### src/rtl/codec_reg_pkg.sv
`timescale 1ns/1ps
package codec_reg_pkg;
  localparam int unsigned NUM_REGS = 14;
  localparam int unsigned IDX_W    = 4;
  localparam int unsigned DATA_W   = 8;

  localparam logic [5:0]        DEV_ADDR     = 6'd5;
  localparam logic [IDX_W-1:0]  LAST_IDX     = IDX_W'(NUM_REGS - 1);
  localparam logic [IDX_W-1:0]  STATUS_IDX   = 4'd8;
  localparam logic [IDX_W-1:0]  FIRST_STATUS = 4'd8;
  localparam logic [IDX_W-1:0]  FIRST_BANK0  = 4'd10;
  localparam logic [IDX_W-1:0]  BANK1_IDX    = 4'd13;
  localparam logic [DATA_W-1:0] EXT_SEL_PFX  = 8'hC0;
  localparam logic [DATA_W-1:0] EXT_VAL_PFX  = 8'hE0;
  localparam int unsigned       SRST_BIT     = 6;

  typedef enum logic [1:0] {
    TYPE_BANK0  = 2'd0,
    TYPE_BANK1  = 2'd1,
    TYPE_STATUS = 2'd2
  } txn_type_e;

  typedef enum logic [1:0] {OP_WRITE, OP_SRST, OP_REPLAY} op_e;

  typedef enum logic [1:0] {ST_IDLE, ST_LAUNCH, ST_BUSY, ST_WAIT} state_e;

  function automatic logic [DATA_W-1:0] reset_value(int unsigned idx);
    case (idx)
      0, 1, 2: reset_value = 8'h04;
      9:       reset_value = 8'h83;
      11:      reset_value = 8'h40;
      12:      reset_value = 8'h80;
      default: reset_value = 8'h00;
    endcase
  endfunction
endpackage

### src/rtl/codec_shadow_cache.sv
`timescale 1ns/1ps
module codec_shadow_cache
  import codec_reg_pkg::*;
#(
  parameter int unsigned N  = NUM_REGS,
  parameter int unsigned IW = IDX_W,
  parameter int unsigned DW = DATA_W
) (
  input  logic          clk_i,
  input  logic          rst_ni,
  input  logic          we_i,
  input  logic [IW-1:0] w_idx_i,
  input  logic [DW-1:0] w_data_i,
  input  logic [IW-1:0] ra_idx_i,
  output logic [DW-1:0] ra_data_o,
  input  logic [IW-1:0] rb_idx_i,
  output logic [DW-1:0] rb_data_o
);
  localparam logic [IW-1:0] TOP = IW'(N - 1);

  logic [DW-1:0] mem_q [N];

  always_ff @(posedge clk_i or negedge rst_ni) begin
    if (!rst_ni) begin
      for (int i = 0; i < N; i++) mem_q[i] <= reset_value(i);
    end else if (we_i && w_idx_i <= TOP) begin
      mem_q[w_idx_i] <= w_data_i;
    end
  end

  assign ra_data_o = (ra_idx_i <= TOP) ? mem_q[ra_idx_i] : '0;
  assign rb_data_o = (rb_idx_i <= TOP) ? mem_q[rb_idx_i] : '0;
endmodule

### src/rtl/codec_txn_encoder.sv
`timescale 1ns/1ps
module codec_txn_encoder
  import codec_reg_pkg::*;
(
  input  logic [IDX_W-1:0]  idx_i,
  input  logic [DATA_W-1:0] value_i,
  input  logic              second_i,
  output logic              is_ext_o,
  output logic [7:0]        addr_o,
  output logic [DATA_W-1:0] data_o
);
  txn_type_e ttype;

  assign is_ext_o = idx_i < FIRST_STATUS;

  always_comb begin
    if (idx_i >= BANK1_IDX)         ttype = TYPE_BANK1;
    else if (idx_i >= FIRST_BANK0)  ttype = TYPE_BANK0;
    else if (idx_i >= FIRST_STATUS) ttype = TYPE_STATUS;
    else                            ttype = TYPE_BANK0;
  end

  assign addr_o = {DEV_ADDR, ttype};

  always_comb begin
    if (!is_ext_o)     data_o = value_i;
    else if (second_i) data_o = value_i | EXT_VAL_PFX;
    else               data_o = {4'h0, idx_i} | EXT_SEL_PFX;
  end
endmodule

### src/rtl/codec_l3_issuer.sv
`timescale 1ns/1ps
module codec_l3_issuer #(
  parameter int unsigned TIMEOUT = 1024,
  parameter int unsigned AW      = 8,
  parameter int unsigned DW      = 8
) (
  input  logic          clk_i,
  input  logic          rst_ni,
  input  logic          start_i,
  input  logic [AW-1:0] addr_i,
  input  logic [DW-1:0] data_i,
  output logic          ok_o,
  output logic          fail_o,
  output logic          l3_req_o,
  output logic [AW-1:0] l3_addr_o,
  output logic [DW-1:0] l3_data_o,
  input  logic          l3_done_i
);
  localparam int unsigned CNT_W = $clog2(TIMEOUT + 1);
  localparam logic [CNT_W-1:0] CNT_LAST = CNT_W'(TIMEOUT - 1);

  logic             req_q;
  logic [CNT_W-1:0] cnt_q;
  logic [AW-1:0]    addr_q;
  logic [DW-1:0]    data_q;

  assign ok_o   = req_q && l3_done_i;
  assign fail_o = req_q && !l3_done_i && (cnt_q == CNT_LAST);

  always_ff @(posedge clk_i or negedge rst_ni) begin
    if (!rst_ni) begin
      req_q  <= 1'b0;
      cnt_q  <= '0;
      addr_q <= '0;
      data_q <= '0;
    end else if (start_i) begin
      req_q  <= 1'b1;
      cnt_q  <= '0;
      addr_q <= addr_i;
      data_q <= data_i;
    end else if (req_q) begin
      if (ok_o || fail_o) req_q <= 1'b0;
      else                cnt_q <= cnt_q + 1'b1;
    end
  end

  assign l3_req_o  = req_q;
  assign l3_addr_o = addr_q;
  assign l3_data_o = data_q;

  // request and payload held until done or timeout
  p_req_hold_r12: assert property (@(posedge clk_i) disable iff (!rst_ni)
    (l3_req_o && !l3_done_i && !fail_o) |=>
      (l3_req_o && $stable(l3_addr_o) && $stable(l3_data_o)));
endmodule

### src/rtl/codec_reg_seq.sv
`timescale 1ns/1ps
module codec_reg_seq
  import codec_reg_pkg::*;
#(
  parameter int unsigned RESET_WAIT_CYC = 200000,
  parameter int unsigned L3_TIMEOUT     = 4096
) (
  input  logic              clk_i,
  input  logic              rst_ni,
  input  logic              wr_req_i,
  input  logic [IDX_W-1:0]  wr_idx_i,
  input  logic [DATA_W-1:0] wr_data_i,
  input  logic              soft_rst_req_i,
  input  logic              replay_req_i,
  input  logic [IDX_W-1:0]  rd_idx_i,
  output logic [DATA_W-1:0] rd_data_o,
  output logic              busy_o,
  output logic              err_o,
  output logic              l3_req_o,
  output logic [7:0]        l3_addr_o,
  output logic [7:0]        l3_data_o,
  input  logic              l3_done_i
);
  localparam int unsigned WAIT_W = $clog2(RESET_WAIT_CYC + 1);
  localparam logic [WAIT_W-1:0] WAIT_LAST = WAIT_W'(RESET_WAIT_CYC - 1);

  state_e            state_q;
  op_e               op_q;
  logic [IDX_W-1:0]  cur_idx_q;
  logic              second_q;
  logic              srst_step_q;
  logic [WAIT_W-1:0] wait_cnt_q;
  logic              err_q;

  logic              cw_en;
  logic [IDX_W-1:0]  cw_idx;
  logic [DATA_W-1:0] cw_data;
  logic [IDX_W-1:0]  int_idx;
  logic [DATA_W-1:0] int_data;
  logic              is_ext;
  logic [7:0]        enc_addr;
  logic [DATA_W-1:0] enc_data;
  logic              txn_ok, txn_fail;
  logic              wait_done;
  logic              host_valid;

  assign host_valid = wr_req_i && (wr_idx_i <= LAST_IDX);
  assign wait_done  = (state_q == ST_WAIT) && (wait_cnt_q == WAIT_LAST);
  assign int_idx    = (state_q == ST_IDLE) ? STATUS_IDX : cur_idx_q;

  always_comb begin
    cw_en   = 1'b0;
    cw_idx  = wr_idx_i;
    cw_data = wr_data_i;
    if (state_q == ST_IDLE) begin
      if (soft_rst_req_i) begin
        cw_en   = 1'b1;
        cw_idx  = STATUS_IDX;
        cw_data = int_data | DATA_W'(1 << SRST_BIT);
      end else if (!replay_req_i && host_valid) begin
        cw_en = 1'b1;
      end
    end else if (wait_done) begin
      cw_en   = 1'b1;
      cw_idx  = STATUS_IDX;
      cw_data = int_data & ~DATA_W'(1 << SRST_BIT);
    end
  end

  codec_shadow_cache #(.N(NUM_REGS), .IW(IDX_W), .DW(DATA_W)) i_cache (
    .clk_i     (clk_i),
    .rst_ni    (rst_ni),
    .we_i      (cw_en),
    .w_idx_i   (cw_idx),
    .w_data_i  (cw_data),
    .ra_idx_i  (rd_idx_i),
    .ra_data_o (rd_data_o),
    .rb_idx_i  (int_idx),
    .rb_data_o (int_data)
  );

  codec_txn_encoder i_enc (
    .idx_i    (cur_idx_q),
    .value_i  (int_data),
    .second_i (second_q),
    .is_ext_o (is_ext),
    .addr_o   (enc_addr),
    .data_o   (enc_data)
  );

  codec_l3_issuer #(.TIMEOUT(L3_TIMEOUT), .AW(8), .DW(DATA_W)) i_issuer (
    .clk_i     (clk_i),
    .rst_ni    (rst_ni),
    .start_i   (state_q == ST_LAUNCH),
    .addr_i    (enc_addr),
    .data_i    (enc_data),
    .ok_o      (txn_ok),
    .fail_o    (txn_fail),
    .l3_req_o  (l3_req_o),
    .l3_addr_o (l3_addr_o),
    .l3_data_o (l3_data_o),
    .l3_done_i (l3_done_i)
  );

  always_ff @(posedge clk_i or negedge rst_ni) begin
    if (!rst_ni) begin
      state_q     <= ST_IDLE;
      op_q        <= OP_WRITE;
      cur_idx_q   <= '0;
      second_q    <= 1'b0;
      srst_step_q <= 1'b0;
      wait_cnt_q  <= '0;
      err_q       <= 1'b0;
    end else begin
      err_q <= 1'b0;
      unique case (state_q)
        ST_IDLE: begin
          second_q <= 1'b0;
          if (soft_rst_req_i) begin
            op_q        <= OP_SRST;
            cur_idx_q   <= STATUS_IDX;
            srst_step_q <= 1'b0;
            state_q     <= ST_LAUNCH;
          end else if (replay_req_i) begin
            op_q      <= OP_REPLAY;
            cur_idx_q <= '0;
            state_q   <= ST_LAUNCH;
          end else if (wr_req_i) begin
            if (host_valid) begin
              op_q      <= OP_WRITE;
              cur_idx_q <= wr_idx_i;
              state_q   <= ST_LAUNCH;
            end else begin
              err_q <= 1'b1;
            end
          end
        end
        ST_LAUNCH: state_q <= ST_BUSY;
        ST_BUSY: begin
          if (txn_fail) begin
            err_q   <= 1'b1;
            state_q <= ST_IDLE;
          end else if (txn_ok) begin
            if (is_ext && !second_q) begin
              second_q <= 1'b1;
              state_q  <= ST_LAUNCH;
            end else begin
              second_q <= 1'b0;
              unique case (op_q)
                OP_REPLAY: begin
                  if (cur_idx_q == LAST_IDX) state_q <= ST_IDLE;
                  else begin
                    cur_idx_q <= cur_idx_q + 1'b1;
                    state_q   <= ST_LAUNCH;
                  end
                end
                OP_SRST: begin
                  if (!srst_step_q) begin
                    wait_cnt_q <= '0;
                    state_q    <= ST_WAIT;
                  end else state_q <= ST_IDLE;
                end
                default: state_q <= ST_IDLE;
              endcase
            end
          end
        end
        ST_WAIT: begin
          if (wait_done) begin
            srst_step_q <= 1'b1;
            state_q     <= ST_LAUNCH;
          end else wait_cnt_q <= wait_cnt_q + 1'b1;
        end
        default: state_q <= ST_IDLE;
      endcase
    end
  end

  assign busy_o = (state_q != ST_IDLE);
  assign err_o  = err_q;

  p_addr_form_r2: assert property (@(posedge clk_i) disable iff (!rst_ni)
    l3_req_o |-> (l3_addr_o[7:2] == DEV_ADDR && l3_addr_o[1:0] != 2'd3));

  p_accept_busy_r5: assert property (@(posedge clk_i) disable iff (!rst_ni)
    (wr_req_i && !busy_o && wr_idx_i <= LAST_IDX) |=> busy_o);

  p_bad_idx_r6: assert property (@(posedge clk_i) disable iff (!rst_ni)
    (wr_req_i && !busy_o && wr_idx_i > LAST_IDX && !soft_rst_req_i && !replay_req_i)
      |=> (!busy_o && err_o));

  p_wait_quiet_r8: assert property (@(posedge clk_i) disable iff (!rst_ni)
    (state_q == ST_WAIT) |-> !l3_req_o);

  p_timeout_abort_r10: assert property (@(posedge clk_i) disable iff (!rst_ni)
    txn_fail |=> (err_o && !busy_o && !l3_req_o));

  p_srst_first_r11: assert property (@(posedge clk_i) disable iff (!rst_ni)
    (soft_rst_req_i && !busy_o) |=> (busy_o && op_q == OP_SRST));
endmodule

### config.mk
export PLATFORM = sky130hd
export DESIGN_NAME = codec_reg_seq
export DESIGN_NICKNAME = d
export VERILOG_FILES = /design/src/rtl/codec_reg_pkg.sv /design/src/rtl/codec_shadow_cache.sv /design/src/rtl/codec_txn_encoder.sv /design/src/rtl/codec_l3_issuer.sv /design/src/rtl/codec_reg_seq.sv
export SDC_FILE = /design/constraint.sdc
export NUM_CORES = 1
export LEC_CHECK = 0
export ABC_AREA = 1
export BUFFER_PORTS_ARGS = -buffer_cell sky130_fd_sc_hd__buf_2
export CAP_MARGIN = 20
export CORE_MARGIN = 10
export CORE_UTILIZATION = 62
export CTS_CLUSTER_SIZE = 20
export DETAILED_ROUTE_END_ITERATION = 12
export GPL_TIMING_DRIVEN = 0
export PLACE_DENSITY = 0.8
export SLEW_MARGIN = 25
export SYNTH_ARGS = -nofsm -noshare
export SYNTH_HDL_FRONTEND = slang
export SYNTH_SLANG_ARGS = --single-unit
### constraint.sdc
create_clock -name clk_i -period 2.8 [get_ports clk_i]
set_input_delay 0.14 -clock clk_i [delete_from_list [all_inputs] [get_ports clk_i]]
set_output_delay 0.14 -clock clk_i [all_outputs]
set_load 0.02 [all_outputs]
Yosys cells after proc, flatten, opt, wreduce, memory -nomap -nowiden
Cells that the tools add are included.
- flip-flop bits (word level): 166
- bits in latches: 0
- bits in writable memories: 0
- memory bits (read-only): 0
- logic and storage cells: 172
- memories: 0
- add/sub/neg operators: 3
- multiply operators: 0
- divide/modulo/power cells: 0
- magnitude comparators: 12
- eq/ne operators: 22
- shift operators: 0
- mux-type cells: 79
- bitwise operators: 3
- reduce and logical (&&, ||, !) cells: 28
- operators with widths (kind ; number):
    bitwise mux 112 bit ; 1
    two-way mux 18 bit ; 6
    two-way mux 8 bit ; 11
    binary-select mux 8 bit (select 4 bit) ; 2
    two-way mux 4 bit ; 13
    two-way mux 13 bit ; 3
    case mux 18 bit (2 select lines) ; 1
    demux 8 bit (select 4 bit) ; 1
    two-way mux 2 bit ; 16
    adder 18 x 1 -> 18 bit (second input constant) ; 1
    == test 18 bit (second input constant) ; 1
    two-way mux 1 bit ; 18
    less-or-equal comparator 4 bit (second input constant) ; 4
    inequality test 2 bit (second input constant) ; 8
    greater-or-equal comparator 5 bit (second input constant) ; 3
    NOT 4 -> 5 bit ; 3
    adder 13 x 1 -> 13 bit (second input constant) ; 1
    == test 13 x 12 -> 1 bit (second input constant) ; 1
    greater-or-equal comparator 4 bit (second input constant) ; 3
    nonzero test 2 bit ; 5
    logical AND 1 bit ; 9
    AND reduction 3 bit ; 3
    inequality test 4 bit (second input constant) ; 2
    case mux 2 bit (4 select lines) ; 1
    other kinds (20) ; 30

Logic depth before layout (Yosys ltp)
- word-level depth: 10
- depth in mapped cells: 17

Hierarchy
A second synthesis with hierarchy kept.
- cells, all modules: 1519
- area total of the unflattened synthesis: 10309.9 um2
- by module, submodules not included (module ; times used ; cells an instance ; area each (um2) ; sequential area each (um2)):
    codec_shadow_cache ; 1 ; 929 ; 6318.6 ; 2812.7
    codec_reg_seq ; 1 ; 370 ; 2379.8 ; 725.7
    codec_l3_issuer ; 1 ; 189 ; 1460.2 ; 750.7
    codec_txn_encoder ; 1 ; 31 ; 151.4 ; 0.0

Worst setup path after synthesis
OpenSTA, ideal clock, no wires.
- path kind: reg-to-reg
- start: register state_q[0]
- end: register i_cache.mem_q[13] (netlist name)
- setup time: 118 ps
- arrival: 1987 ps
- path slack: 695 ps
- stages on the path, launching flop included: 17
- buffers on the path: 2
- path through: dfrtp_1 -> inv_1 -> ha_1 -> inv_2 -> buf_2 -> nand3_1 -> nand3_1 -> nand2_1 -> nand2_1 -> nand2_1 -> nand2_1 -> nand2_1 -> a21oi_2 -> nand2_2 -> buf_6 -> nand2_1 -> nand2_1
- word-level cells in the longest chain between the ends: 10
- elaborated cells between the ends (all ways): 26
- those cells by class: 4 x order compare; 1 x eq/ne; 15 x mux; 2 x bitwise; 4 x reduce/logical
- RTL lines (element ; line ; source):
    from (decl) ; codec_reg_seq.sv:27 ; state_e state_q;
    from (signal assigned) ; codec_reg_seq.sv:107 ; state_q <= ST_IDLE;
    from (signal assigned) ; codec_reg_seq.sv:123 ; state_q <= ST_LAUNCH;
    from (signal assigned) ; codec_reg_seq.sv:127 ; state_q <= ST_LAUNCH;
    == test 2 bit or zero test 2 bit (tied branches) ; codec_reg_seq.sv:48, codec_reg_seq.sv:49, codec_reg_seq.sv:55 ;
    logical AND 1 bit or two-way mux 4 bit (tied branches) ; codec_reg_seq.sv:48, codec_reg_seq.sv:49 ;
    two-way mux 4 bit or NOT 4 -> 5 bit (tied branches) ; codec_reg_seq.sv:63, codec_shadow_cache.sv:32 ;
    two-way mux 4 bit or binary-select mux 8 bit (select 4 bit) (tied branches) ; codec_reg_seq.sv:55, codec_shadow_cache.sv:32 ;
    NOT 4 -> 5 bit (implied by the code) or two-way mux 8 bit (tied branches) ; codec_shadow_cache.sv:27, codec_shadow_cache.sv:32 ;
    greater-or-equal comparator 5 bit (implied by the code) (tied with other cells) ; codec_shadow_cache.sv:27 ; mem_q[w_idx_i] <= w_data_i;
    logical AND 1 bit (implied by the code) or two-way mux 8 bit (tied branches) ; codec_shadow_cache.sv:27, codec_shadow_cache.sv:32 ;
    two-way mux 8 bit, on equally long branches ; codec_shadow_cache.sv:27, codec_reg_seq.sv:56, codec_reg_seq.sv:63 ;
    demux 8 bit (select 4 bit) or two-way mux 8 bit (tied branches) ; codec_shadow_cache.sv:27, codec_reg_seq.sv:55 ;
    bitwise mux 112 bit ; codec_shadow_cache.sv:27 ;
    to (signal, indexed assignment) ; codec_shadow_cache.sv:27 ;
    to (decl) ; codec_shadow_cache.sv:21 ; logic [DW-1:0] mem_q [N];
Several ways; a longest one is shown, not always the timed one. The select of a mux whose other input is x is not followed.
A chain may end at the register's enable or synchronous reset.

Worst setup path in the final report
- start: input port rd_idx_i[1]
- end: output port rd_data_o[2]
- word-level cells in the longest chain between the ends: 5
- elaborated cells between the ends (all ways): 6
- those cells by class: 1 x order compare; 4 x mux; 1 x bitwise
- RTL lines (element ; line ; source):
    from (decl) ; codec_reg_seq.sv:15 ; input logic [IDX_W-1:0] rd_idx_i,
    NOT 4 -> 5 bit (implied by the code) ; codec_shadow_cache.sv:31 ; assign ra_data_o = (ra_idx_i <= TOP) ? mem_q[ra_idx_i] : '0;
    binary-select mux 8 bit (select 4 bit) ; codec_shadow_cache.sv:31 ;
    two-way mux 8 bit (implied by the code) (2 in a row) ; codec_shadow_cache.sv:31 ;
    two-way mux 8 bit (*) ; codec_shadow_cache.sv:31 ;
    to (decl) ; codec_reg_seq.sv:16 ; output logic [DATA_W-1:0] rd_data_o,
Every way passes the cells marked *; elsewhere a longest branch is shown, timed or not. The select of a mux whose other input is x is not followed.

==> tab_implementation.tex <==
\begin{tabular}{lr}
\hline
Metric & Value \\
\hline
\multicolumn{2}{l}{\textbf{Status}} \\
\quad Result of the run & completed \\
\multicolumn{2}{l}{\textbf{Routing}} \\
\quad Detailed-routing iteration count for the pre-antenna-repair pass & 6 \\
\quad Antenna Nets Post-Route & 0 \\
\quad Via-to-Cell Ratio & 5.93 \\
\quad Routed vias & 10354 \\
\quad Total Routed Length & 34.1 mm \\
\quad Top layer used by detailed routing & met4 \\
\quad Routed length on met3 & 4.16 mm \\
\quad Routed wire length on met2 & 14.8 mm \\
\quad Post-Route M1 WL & 13.9 mm \\
\quad DRT iter0 DRCs & 1471 \\
\quad Residual DRC count & 0 \\
\quad Detail-routed net length per standard cell & 19.6 µm \\
\multicolumn{2}{l}{\textbf{Timing}} \\
\quad Final min period & 2.69 ns \\
\quad Worst Tran Pin Value & 0.749 ns \\
\quad Number of failing setup endpoints in the final timing report & 0 \\
\quad Part of the cycle the worst path needs & 96.2\% \\
\quad Worst Skew & 0.0132 ns \\
\quad Number of hold violations in the final report & 0 \\
\quad Top achievable clock speed & 0.371 GHz \\
\quad Final slew viol count & 0 \\
\quad RSZ-0062 raised after global routing & no \\
\quad Max-slew headroom & 50.1\% \\
\quad Final worst-path setup slack & 0.106 ns \\
\quad Sum of negative setup slack & 0 ns \\
\multicolumn{2}{l}{\textbf{Job}} \\
\quad Number of violations of the max-capacitance limit & 0 \\
\multicolumn{2}{l}{\textbf{Logic synthesis}} \\
\quad Cell types with the largest area share after synthesis & sky130\_fd\_sc\_hd\_\_dfrtp\_1, sky130\_fd\_sc\_hd\_\_nand2\_1, sky130\_fd\_sc\_hd\_\_inv\_1 \\
\quad Sequential-to-total area share from yosys stat & 41.3\% \\
\quad Flip-flop cell with the highest count after synthesis & sky130\_fd\_sc\_hd\_\_dfrtp\_1 \\
\quad Cell variety after synth & 48 \\
\quad Share of async-settable or async-resettable flops after synthesis & 100\% \\
\quad Yosys reg bits & 166 \\
\quad Syn\_area\_per\_cell & 6.98 µm² \\
\quad Warning count from the yosys run & 0 \\
\quad Count of flip-flops with a built-in enable after synthesis & 0 \\
\quad Top-area cell type share of the netlist area & 39.2\% \\
\quad Most area-hungry cell type in the Yosys netlist & sky130\_fd\_sc\_hd\_\_dfrtp\_1 \\
\quad Synthesized cell area & 10100 µm² \\
\quad Gate count of the mapped netlist & 1444 \\
\multicolumn{2}{l}{\textbf{GRT}} \\
\quad Global-route usage over all layers & 31.1\% \\
\quad Initial antenna violation count & 1 \\
\quad Pin count of the biggest net entering global routing & 95 \\
\quad Global-route wire length before repair & 52.9 mm \\
\quad Final global-route overflow total & 0 \\
\quad Vias in the first global route & 9631 \\
\multicolumn{2}{l}{\textbf{Floorplan}} \\
\quad Site row count & 46 \\
\quad Die Span Y & 148 µm \\
\quad Effective utilization at floorplan & 63.3\% \\
\quad Area inside the core boundary & 15900 µm² \\
\quad Top-level port count & 49 \\
\quad Total die area & 21800 µm² \\
\quad Overall die width & 148 µm \\
\multicolumn{2}{l}{\textbf{Pwr}} \\
\quad Share of total power consumed by net switching & 47.8\% \\
\quad Maximum vdd drop & 0.613 mV \\
\quad Power Internal & 0.00605 W \\
\quad PD cells & 1030 nW/µm² \\
\quad Share of total power in the clock network & 19.7\% \\
\quad Combinational cell fraction of total power & 47.3\% \\
\quad Overall power consumption & 0.0116 W \\
\quad Sequential fraction of design power & 33.0\% \\
\quad Leakage Power & 5.75 nW \\
\quad Switching power summed over all nets & 0.00555 W \\
\multicolumn{2}{l}{\textbf{Setup path}} \\
\quad Top cell by count, worst path & sky130\_fd\_sc\_hd\_\_buf\_2 \\
\quad Top delay family on crit path & buffers and inverters \\
\quad CP bufs+invs & 4 \\
\quad Critical path launch point & rd\_idx\_i[1] \\
\quad Slowest Stage Delay on Critical Path & 0.51 ns \\
\quad Slowest-stage cell, CP & sky130\_fd\_sc\_hd\_\_nor2\_1 \\
\quad Critical path endpoint category & output pin \\
\quad Worst Setup Start Kind & input port \\
\quad CP cell instances & buf\_2, nor2\_1, inv\_1, clkbuf\_1, o22ai\_1, o221ai\_1, nand2\_1, buf\_2 \\
\quad Crit Path Max Fanout & 10 \\
\quad R2r startpoint & state\_q[0] \\
\quad Critical Setup Path Class & input port to output pin \\
\quad Data arrival time at the worst-slack endpoint & 2.55 ns \\
\quad Critical Path RT & 2.66 ns \\
\multicolumn{2}{l}{\textbf{Placed design}} \\
\quad Final RePlAce weighted congestion & 1.00 \\
\quad Post-Place Cells & 1707 \\
\quad Placed inst area & 10600 µm² \\
\quad Placement Setup Slack & 0.0196 ns \\
\quad IO Port Bufs & 43 \\
\quad Hpwl dp & 24.8 mm \\
\multicolumn{2}{l}{\textbf{Clock network}} \\
\quad CTS Buffer Depth & 2 \\
\quad Clock Tree Root & sky130\_fd\_sc\_hd\_\_clkbuf\_16 \\
\quad Clock tree from TritonCTS & yes \\
\quad Clock latency on the worst-skew pair & 0.45 ns \\
\quad Clock-pin slew on the worst setup and hold paths & 0.06 ns \\
\quad Total clock buffers created by CTS & 17 \\
\quad H-tree depth & 4 \\
\quad TritonCTS Sinks & 166 \\
\multicolumn{2}{l}{\textbf{Min path}} \\
\quad Worst hold path class & input port to flop \\
\quad Hold wc startpoint & wr\_req\_i \\
\multicolumn{2}{l}{\textbf{Cells and area}} \\
\quad Layout overhead on the synthesized area & 11.4\% \\
\quad Seq. cell area & 4160 µm² \\
\quad Fraction of final layout cells sized beyond drive strength 1 & 11.8\% \\
\quad Final std cells w/o fill & 1745 \\
\quad Area of combinational cells with multiple inputs & 4950 µm² \\
\quad Net count of the finished layout & 1548 \\
\quad Final Instance Area & 11200 µm² \\
\quad Filler cell count in the final layout & 1384 \\
\hline
\end{tabular}
## through the flow
step | hold slack [ns] | utilization (%)
2_1_floorplan | -0.156 | -
3_5_place_dp | 0.132 | 66.6
3_3_place_gp | 0.435 | 66.4
4_1_cts | 0.0155 | 70.2
6_report | 0.0199 | 70.5
5_1_grt | 0.0463 | 70.5
## placed cells by master, fill, tap and decap left out, drive strengths merged, types with 3 or more instances in the layout
cell type and count:
nand3b 3, inv 182, dfrtp 158, dfstp 8
ha 11, o31ai 8, clkinv 8, a22oi 3
nand3 114, xor2 9, nor3 13, nand4 24
o211ai 24, a221oi 4, conb 4, a21oi 55
clkbuf 42, o221ai 11, buf 79, o22ai 4
o21ai 101, nor2 63, nand2 582
## worst min-delay path, delay by kind of cell
kind,cells,cell delay (ns)
buffers and inverters,1,0.11
and+or+nand+nor,1,0.08
AOI/OAI and AO/OA,1,0.08
## power by group through the flow
stage                     logic (W)  registers, W  clock network, W
after global routing        0.00595       0.00391           0.00236
after CTS                   0.00526       0.00380           0.00228
final                       0.00549       0.00382           0.00228
after detailed placement    0.00522       0.00383                 0
after global placement      0.00512       0.00381                 0
after floorplan             0.00346       0.00376                 0
## metal layers
layer	global-route usage, %	up-vias
met5	0	-
met3	8.33	114
met2	46.6	643
met4	13.0	0
met1	41.7	4809
li1	-	4788
## cells in the mapped netlist (8+ instances only)
cell	count
sky130_fd_sc_hd__a21oi_1	54
sky130_fd_sc_hd__buf_2	11
sky130_fd_sc_hd__buf_4	13
sky130_fd_sc_hd__buf_6	8
sky130_fd_sc_hd__clkbuf_1	23
sky130_fd_sc_hd__dfrtp_1	158
sky130_fd_sc_hd__dfstp_2	8
sky130_fd_sc_hd__ha_1	11
sky130_fd_sc_hd__inv_1	156
sky130_fd_sc_hd__inv_2	19
sky130_fd_sc_hd__nand2_1	558
sky130_fd_sc_hd__nand2_2	21
sky130_fd_sc_hd__nand3_1	112
sky130_fd_sc_hd__nand4_1	24
sky130_fd_sc_hd__nor2_1	56
sky130_fd_sc_hd__nor3_1	12
sky130_fd_sc_hd__o211ai_1	24
sky130_fd_sc_hd__o21ai_0	99
sky130_fd_sc_hd__o221ai_1	11
sky130_fd_sc_hd__o31ai_1	8
sky130_fd_sc_hd__xor2_1	9
## registers in the layout, indices dropped and copies added, names as in the netlist, 2 cells and up
signal,count
op_q,2
i_issuer.l3_data_o,8
wait_cnt_q,18
cur_idx_q,4
i_issuer.l3_addr_o,3
i_cache.mem_q,112
i_issuer.cnt_q,13
state_q,2
## kinds of logic (layout without fill, tap and decap cells)
family	Yosys count	after routing	synth area share, %
compound gates	217	217	12.5
xor+xnor	10	10	0.868
fa+ha+maj	11	11	1.36
buf+inv	234	315	9.94
flops	166	166	41.3
other cells	1	5	0.0372
simple gates	805	805	34.0
## layout make-up
| type | instances | area share, % |
|---|---|---|
| Antenna cell | 1 | 0.0223 |
| Inverter | 178 | 5.96 |
| Tap cell | 216 | 2.40 |
| Buffer | 56 | 3.01 |
| Timing Repair Buffer | 49 | 2.63 |
| Clock inverter | 14 | 1.01 |
| Clock buffer | 18 | 3.91 |
| Multi-Input combinational cell | 1047 | 44.0 |
| Sequential cell | 166 | 37.1 |
## timing repair
action,4_1_cts,5_1_grt
gates resized for setup,1,4
cloned,0,0
endpoints found under the hold margin,71,0
pin swaps,1,1
buffers inserted,0,3
hold buffers,2,0
setup endpoints to repair,4,79
## worst paths after layout
check	to	slack (ns)	cells past startpoint
min in group asynchronous	i_cache.mem_q[3]	0.23	2
setup reg to reg	i_cache.mem_q[73]	0.11	15
setup / recovery	rd_data_o[2]	0.11	8
max in group asynchronous	i_cache.mem_q[32]	1.67	3
hold reg to reg	i_cache.mem_q[32]	0.47	2
hold / removal	err_o	0.02	3
Note: power is estimated with default switching activity, not from simulation.
